==> config.mk <==
export PLATFORM = sky130hd
export DESIGN_NAME = frac_baud_gen
export DESIGN_NICKNAME = d
export VERILOG_FILES = /design/src/rtl/fbg_pkg.sv /design/src/rtl/fbg_prescaler.sv /design/src/rtl/fbg_divisor.sv /design/src/rtl/frac_baud_gen.sv
export SDC_FILE = /design/constraint.sdc
export NUM_CORES = 1
export LEC_CHECK = 0
export BUFFER_PORTS_ARGS = -buffer_cell sky130_fd_sc_hd__buf_4
export CORE_MARGIN = 2
export CORE_UTILIZATION = 45
export DETAILED_ROUTE_END_ITERATION = 7
export RECOVER_POWER = 50
export SYNTH_ARGS = -nofsm -noshare
export SYNTH_HDL_FRONTEND = slang
export SYNTH_HIERARCHICAL = 1
export SYNTH_SLANG_ARGS = --single-unit
==> constraint.sdc <==
create_clock -name clk -period 3.21 [get_ports clk]
set_clock_uncertainty 0.15 [all_clocks]
set_input_delay 0.642 -clock clk [delete_from_list [all_inputs] [get_ports clk]]
set_output_delay 0.642 -clock clk [all_outputs]
set_load 0.05 [all_outputs]
==> src/rtl/fbg_pkg.sv <==
package fbg_pkg;

  localparam int PRE_W = 3;   // holds prescale ratios up to 5
  localparam int DIV_W = 10;  // holds divisor lengths up to 768
  localparam int PH_W  = 2;   // three-step fractional phase

  localparam logic [4:0] CODE_BYPASS = 5'h1F;

  typedef struct packed {
    logic       co_sel;
    logic [4:0] div_code;
    logic [1:0] pre_code;
  } fbg_cfg_t;

  function automatic logic [PRE_W-1:0] pre_ratio(input logic [1:0] code);
    logic [PRE_W-1:0] r;
    case (code)
      2'd0:    r = PRE_W'(1);
      2'd1:    r = PRE_W'(3);
      2'd2:    r = PRE_W'(4);
      default: r = PRE_W'(5);
    endcase
    return r;
  endfunction

  // Length of the current divisor period in prescaled steps; phase 2 is the odd one out
  function automatic logic [DIV_W-1:0] div_len(input logic [4:0] code, input logic [PH_W-1:0] ph);
    logic [DIV_W-1:0] n;
    logic             last;
    last = (ph == PH_W'(2));
    case (code)
      5'h00:   n = DIV_W'(2);
      5'h01:   n = DIV_W'(4);
      5'h02:   n = last ? DIV_W'(6)  : DIV_W'(5);
      5'h03:   n = DIV_W'(8);
      5'h04:   n = last ? DIV_W'(10) : DIV_W'(11);
      5'h05:   n = DIV_W'(16);
      5'h06:   n = last ? DIV_W'(20) : DIV_W'(19);
      5'h07:   n = DIV_W'(22);
      5'h08:   n = DIV_W'(32);
      5'h09:   n = DIV_W'(64);
      5'h0A:   n = DIV_W'(128);
      5'h0B:   n = DIV_W'(192);
      5'h0C:   n = DIV_W'(256);
      5'h0D:   n = DIV_W'(288);
      5'h0E:   n = DIV_W'(352);
      5'h0F:   n = DIV_W'(512);
      5'h10:   n = DIV_W'(768);
      5'h1F:   n = DIV_W'(1);
      default: n = DIV_W'(2);
    endcase
    return n;
  endfunction

endpackage

==> src/rtl/fbg_prescaler.sv <==
module fbg_prescaler #(
  parameter int CNT_W = 3
) (
  input  logic             clk,
  input  logic             rst_n,
  input  logic             restart,
  input  logic [CNT_W-1:0] ratio,
  output logic             step
);

  logic [CNT_W-1:0] cnt;

  assign step = (cnt == ratio - CNT_W'(1));

  always_ff @(posedge clk or negedge rst_n) begin
    if (!rst_n)       cnt <= '0;
    else if (restart) cnt <= '0;
    else if (step)    cnt <= '0;
    else              cnt <= cnt + CNT_W'(1);
  end

  // the count never reaches the selected ratio
  assert_pre_in_range_R1: assert property (@(posedge clk) disable iff (!rst_n)
    cnt < ratio);

endmodule

==> src/rtl/fbg_divisor.sv <==
module fbg_divisor
  import fbg_pkg::*;
(
  input  logic       clk,
  input  logic       rst_n,
  input  logic       restart,
  input  logic       step,
  input  logic [4:0] code,
  output logic       tick
);

  logic [DIV_W-1:0] dcnt;
  logic [PH_W-1:0]  ph;
  logic [DIV_W-1:0] len;
  logic             byp;
  logic             hit;
  logic             tick_q;

  assign len  = div_len(code, ph);
  assign byp  = (code == CODE_BYPASS);
  assign hit  = step && (byp || (dcnt == len - DIV_W'(1)));
  assign tick = tick_q;

  always_ff @(posedge clk or negedge rst_n) begin
    if (!rst_n) begin
      dcnt   <= '0;
      ph     <= '0;
      tick_q <= 1'b0;
    end else if (restart) begin
      dcnt   <= '0;
      ph     <= '0;
      tick_q <= 1'b0;
    end else begin
      tick_q <= hit;
      if (hit) begin
        dcnt <= '0;
        ph   <= (ph == PH_W'(2)) ? '0 : ph + PH_W'(1);
      end else if (step) begin
        dcnt <= dcnt + DIV_W'(1);
      end
    end
  end

  assert_div_in_range_R2: assert property (@(posedge clk) disable iff (!rst_n)
    !byp |-> dcnt < len);

  assert_phase_legal_R3: assert property (@(posedge clk) disable iff (!rst_n)
    ph != PH_W'(3));

  assert_single_pulse_R6: assert property (@(posedge clk) disable iff (!rst_n)
    (tick_q && !byp && !restart) |=> !tick_q);

endmodule

==> src/rtl/frac_baud_gen.sv <==
module frac_baud_gen
  import fbg_pkg::*;
(
  input  logic       clk,
  input  logic       rst_n,
  input  logic       cfg_wr,
  input  logic [7:0] cfg_data,
  output logic       tick16,
  output logic       clk_out_en
);

  fbg_cfg_t         cfg_q;
  logic             pre_step;
  logic [PRE_W-1:0] ratio;

  always_ff @(posedge clk or negedge rst_n) begin
    if (!rst_n)      cfg_q <= '0;
    else if (cfg_wr) cfg_q <= fbg_cfg_t'(cfg_data);
  end

  assign ratio = pre_ratio(cfg_q.pre_code);

  fbg_prescaler #(.CNT_W(PRE_W)) u_pre (
    .clk     (clk),
    .rst_n   (rst_n),
    .restart (cfg_wr),
    .ratio   (ratio),
    .step    (pre_step)
  );

  fbg_divisor u_div (
    .clk     (clk),
    .rst_n   (rst_n),
    .restart (cfg_wr),
    .step    (pre_step),
    .code    (cfg_q.div_code),
    .tick    (tick16)
  );

  assign clk_out_en = cfg_q.co_sel ? tick16 : 1'b1;

  // a load always leaves the tick low in the following cycle
  assert_restart_clears_R8: assert property (@(posedge clk) disable iff (!rst_n)
    cfg_wr |=> !tick16);

  // whichever source is chosen, a tick is never masked on the clock-out enable
  assert_mirror_follows_R7: assert property (@(posedge clk) disable iff (!rst_n)
    tick16 |-> clk_out_en);

  // the tick only rises after a prescaler step in the previous cycle
  assert_tick_needs_step_R1: assert property (@(posedge clk) disable iff (!rst_n)
    (!cfg_wr && !pre_step) |=> !tick16);

endmodule

==> run_results.csv <==
group,metric,value,unit
placed_design,dpl_worst_slack,115,ps
global_route,grt_max_degree,25,
pwr,p_seq_share,37.9,%
setup_path,critical_path_class,"flip-flop to flip-flop",
die,initial_core_util,46.2,%
sta,relSlewSlack,10.8,%
sta,period_needed,3050,ps
die,dieArea,4600,sq um
route,drc,0,
synth,yosys_register_bits,24,
route,dr.pass1.iters,4,
sta,fin_crit_sh,95.0,%
clock_tree,worstSkewPairLatency,270,ps
global_route,grt-busiest-layer,"met2",
pwr,power.internal,0.000638,W
placed_design,gp_congestion,0.859,
sta,fin_setup_tns,0,ps
global_route,use_met3,3.62,%
route,vias,1454,
clock_tree,root_buffer,"clkbuf_8",
synth,async_reset_ff_share,100,%
die,dieHeight,67.8,um
route,first_iter_violations,107,
pwr,clkPwrFrac,28.5,%
pwr,ir_worst_vdd,410,uV
global_route,grt_pass1_wl,6720,um
run_status,outcome,"finished clean",
clock_tree,post_cts_resized,0,
synth,synthesis.nets,205,
clock_tree,cts.sinks,24,
final_layout,layout_commonest_cell,"dfrtp_1",
synth,syn_area,1830,sq um
synth,yosysSeqAreaShare,32.7,%
final_layout,final_nets,216,
setup_path,cp-start-kind,"flip-flop",
setup_path,critPathMaxStageDelay,580,ps
setup_path,crit_path_top_delay_cell,"or4b_4",
sta,setup_ws,161,ps
setup_path,end_kind,"flip-flop",
global_route,grt_use_total,19.5,%
clock_tree,ctsHoldBuffers,0,
die,die_x,67.8,um
final_layout,utilization,51.2,%
clock_tree,post-cts-setup-buffers,0,
clock_tree,clkTransAtPathRegs,90,ps
sta,grt_setup_unrepaired,"true",
synth,synth_area_per_cell,9.65,sq um
sta,worstMarginPinSlew,1340,ps
flow_run,cap_violations,0,
route,avgRoutedWirePerCell,15.8,um
setup_path,worst_ep_arrival_time,3060,ps
sta,final-hold-violation-count,0,
pwr,leakage,0.860,nW
setup_path,worst_ep_required_time,3220,ps
final_layout,final_cell_mix,"dfrtp_1 (24), buf_4 (17), nor2_1 (12), xor2_1 (12), xnor2_1 (11)",
pwr,swShare,31.9,%
global_route,grt_overflow,0,
sta,final-max-slew-violation-count,0,
min_path,timing.hold.worst.class,"flip-flop to flip-flop",
synth,synth_flop_cell,"dfrtp_1",
global_route,gr-usage-met1,26.1,%
synth,yosysWarningCount,6,
die,io_pins,13,
final_layout,areaGrowthSynthToFinish,10.9,%
route,viasPerCell,5.82,
clock_tree,htreeDepth,1,
setup_path,cp_cell_sequence,"or4b_4, o31a_1, o221ai_1, ha_1, xor2_1, o2111ai_1, a211oi_2, nand4_2, o21ai_2, mux2_1",
clock_tree,cts_tree,"built",
placed_design,port_buffers,12,
synth,synthCells,190,
pwr,powerDensity,460,nW/um^2
global_route,grt_pass1_vias,1431,
pwr,p_sw,0.000299,W
synth,synth_edf_count,0,
route,wirelength,3960,um
clock_tree,numCtsBuffers,3,
clock_tree,clock_path_buffers,2,
global_route,antenna_found_initial,0,
placed_design,hpwl,2850,um
route,antenna_left,0,
final_layout,drive_gt1_share,20.0,%
setup_path,path_max_fanout,5,
synth,synth_cell_types,57,
sta,clock.fmax,0.328,GHz
global_route,met2_usage,32.6,%
sta,setup_viol,0,
pwr,share_comb_of_total_power,33.6,%
final_layout,diodes,0,
die,rows,23,
die,core,3970,sq um
logic make-up (layout without fill, tap and decap cells):
group / Yosys count / after routing / synth area share (%)
compound gates: 37 / 37 / 16.2
xor+xnor: 24 / 24 / 12.3
fa+ha+maj: 4 / 4 / 2.73
buf+inv: 17 / 27 / 4.57
flops: 24 / 24 / 32.7
mux: 11 / 11 / 8.25
simple gates: 73 / 73 / 23.2
per-layer routing:
layer | up-vias | wire (um)
met5 | - | 0
met4 | 0 | 38
met3 | 4 | 122
met2 | 23 | 1890
met1 | 714 | 1910
li1 | 713 | -
path summary, 6_finish.rpt:
path | start | end | slack (ps) | cells after the start
setup reg to reg | cfg_q[3] | u_div/ph[0] | 160 | 10
min in group asynchronous | rst_n | u_div/dcnt[9] | 500 | 1
setup / recovery | cfg_q[3] | u_div/ph[0] | 160 | 10
hold / removal | u_pre/cnt[0] | u_pre/cnt[0] | 370 | 1
hold reg to reg | u_pre/cnt[0] | u_pre/cnt[0] | 370 | 1
max in group asynchronous | rst_n | u_div/dcnt[2] | 1620 | 1
Yosys cell counts, types with 5 or more instances:
cell	number	area (sq um)
nand2b_1	7	43.8
buf_2	7	35.0
mux2_4	8	120
nor2b_1	7	43.8
nor2_1	12	45.0
nor3_1	6	30.0
inv_1	5	18.8
nand3_1	6	30.0
dfrtp_1	24	601
nand2_1	10	37.5
xor2_1	12	105
xnor2_1	11	96.3
stage by stage:
step           instances  total power [W]  hold WS [ps]  cell area (sq um)
2_1_floorplan        190         0.000599           196               1830
3_3_place_gp         245         0.000660           324               1960
3_5_place_dp         245         0.000671           344               1960
4_1_cts              249         0.000943           121               2030
5_1_grt              250         0.000994           382               2030
6_report             250         0.000937           367               2030
critical path: cells and delay by family, from the launching register on:
| kind | cells | cell delay [ps] |
|---|---|---|
| AOI/OAI and AO/OA | 5 | 880 |
| xor gates and xnor gates | 1 | 140 |
| adders and majority gates | 1 | 270 |
| DFF | 1 | 390 |
| muxes | 1 | 340 |
| and+or+nand+nor | 2 | 780 |
sequential cells by signal, summed over array words and instances (netlist names):
signal      cells
u_div/tick      1
u_div/dcnt     10
u_div/ph        2
cfg_q           8
u_pre/cnt       3
power by group through the flow:
stage | Sequential, W | Clock, W | Combinational [W]
3_3_place_gp | 0.000358 | 0 | 0.000302
4_1_cts | 0.000354 | 0.000276 | 0.000313
2_1_floorplan | 0.000355 | 0 | 0.000245
3_5_place_dp | 0.000360 | 0 | 0.000311
5_1_grt | 0.000359 | 0.000287 | 0.000348
6_report | 0.000355 | 0.000267 | 0.000315
final cells by class:
cell class | instances | area, sq um
tap | 50 | 62.6
clock buffer | 3 | 41.3
sequential | 24 | 601
fill | 377 | 1940
multi-input combinational | 149 | 1150
timing repair buffer | 18 | 131
clock inverter | 1 | 30.0
inverter | 5 | 18.8
(Power assumes the default switching activity.)
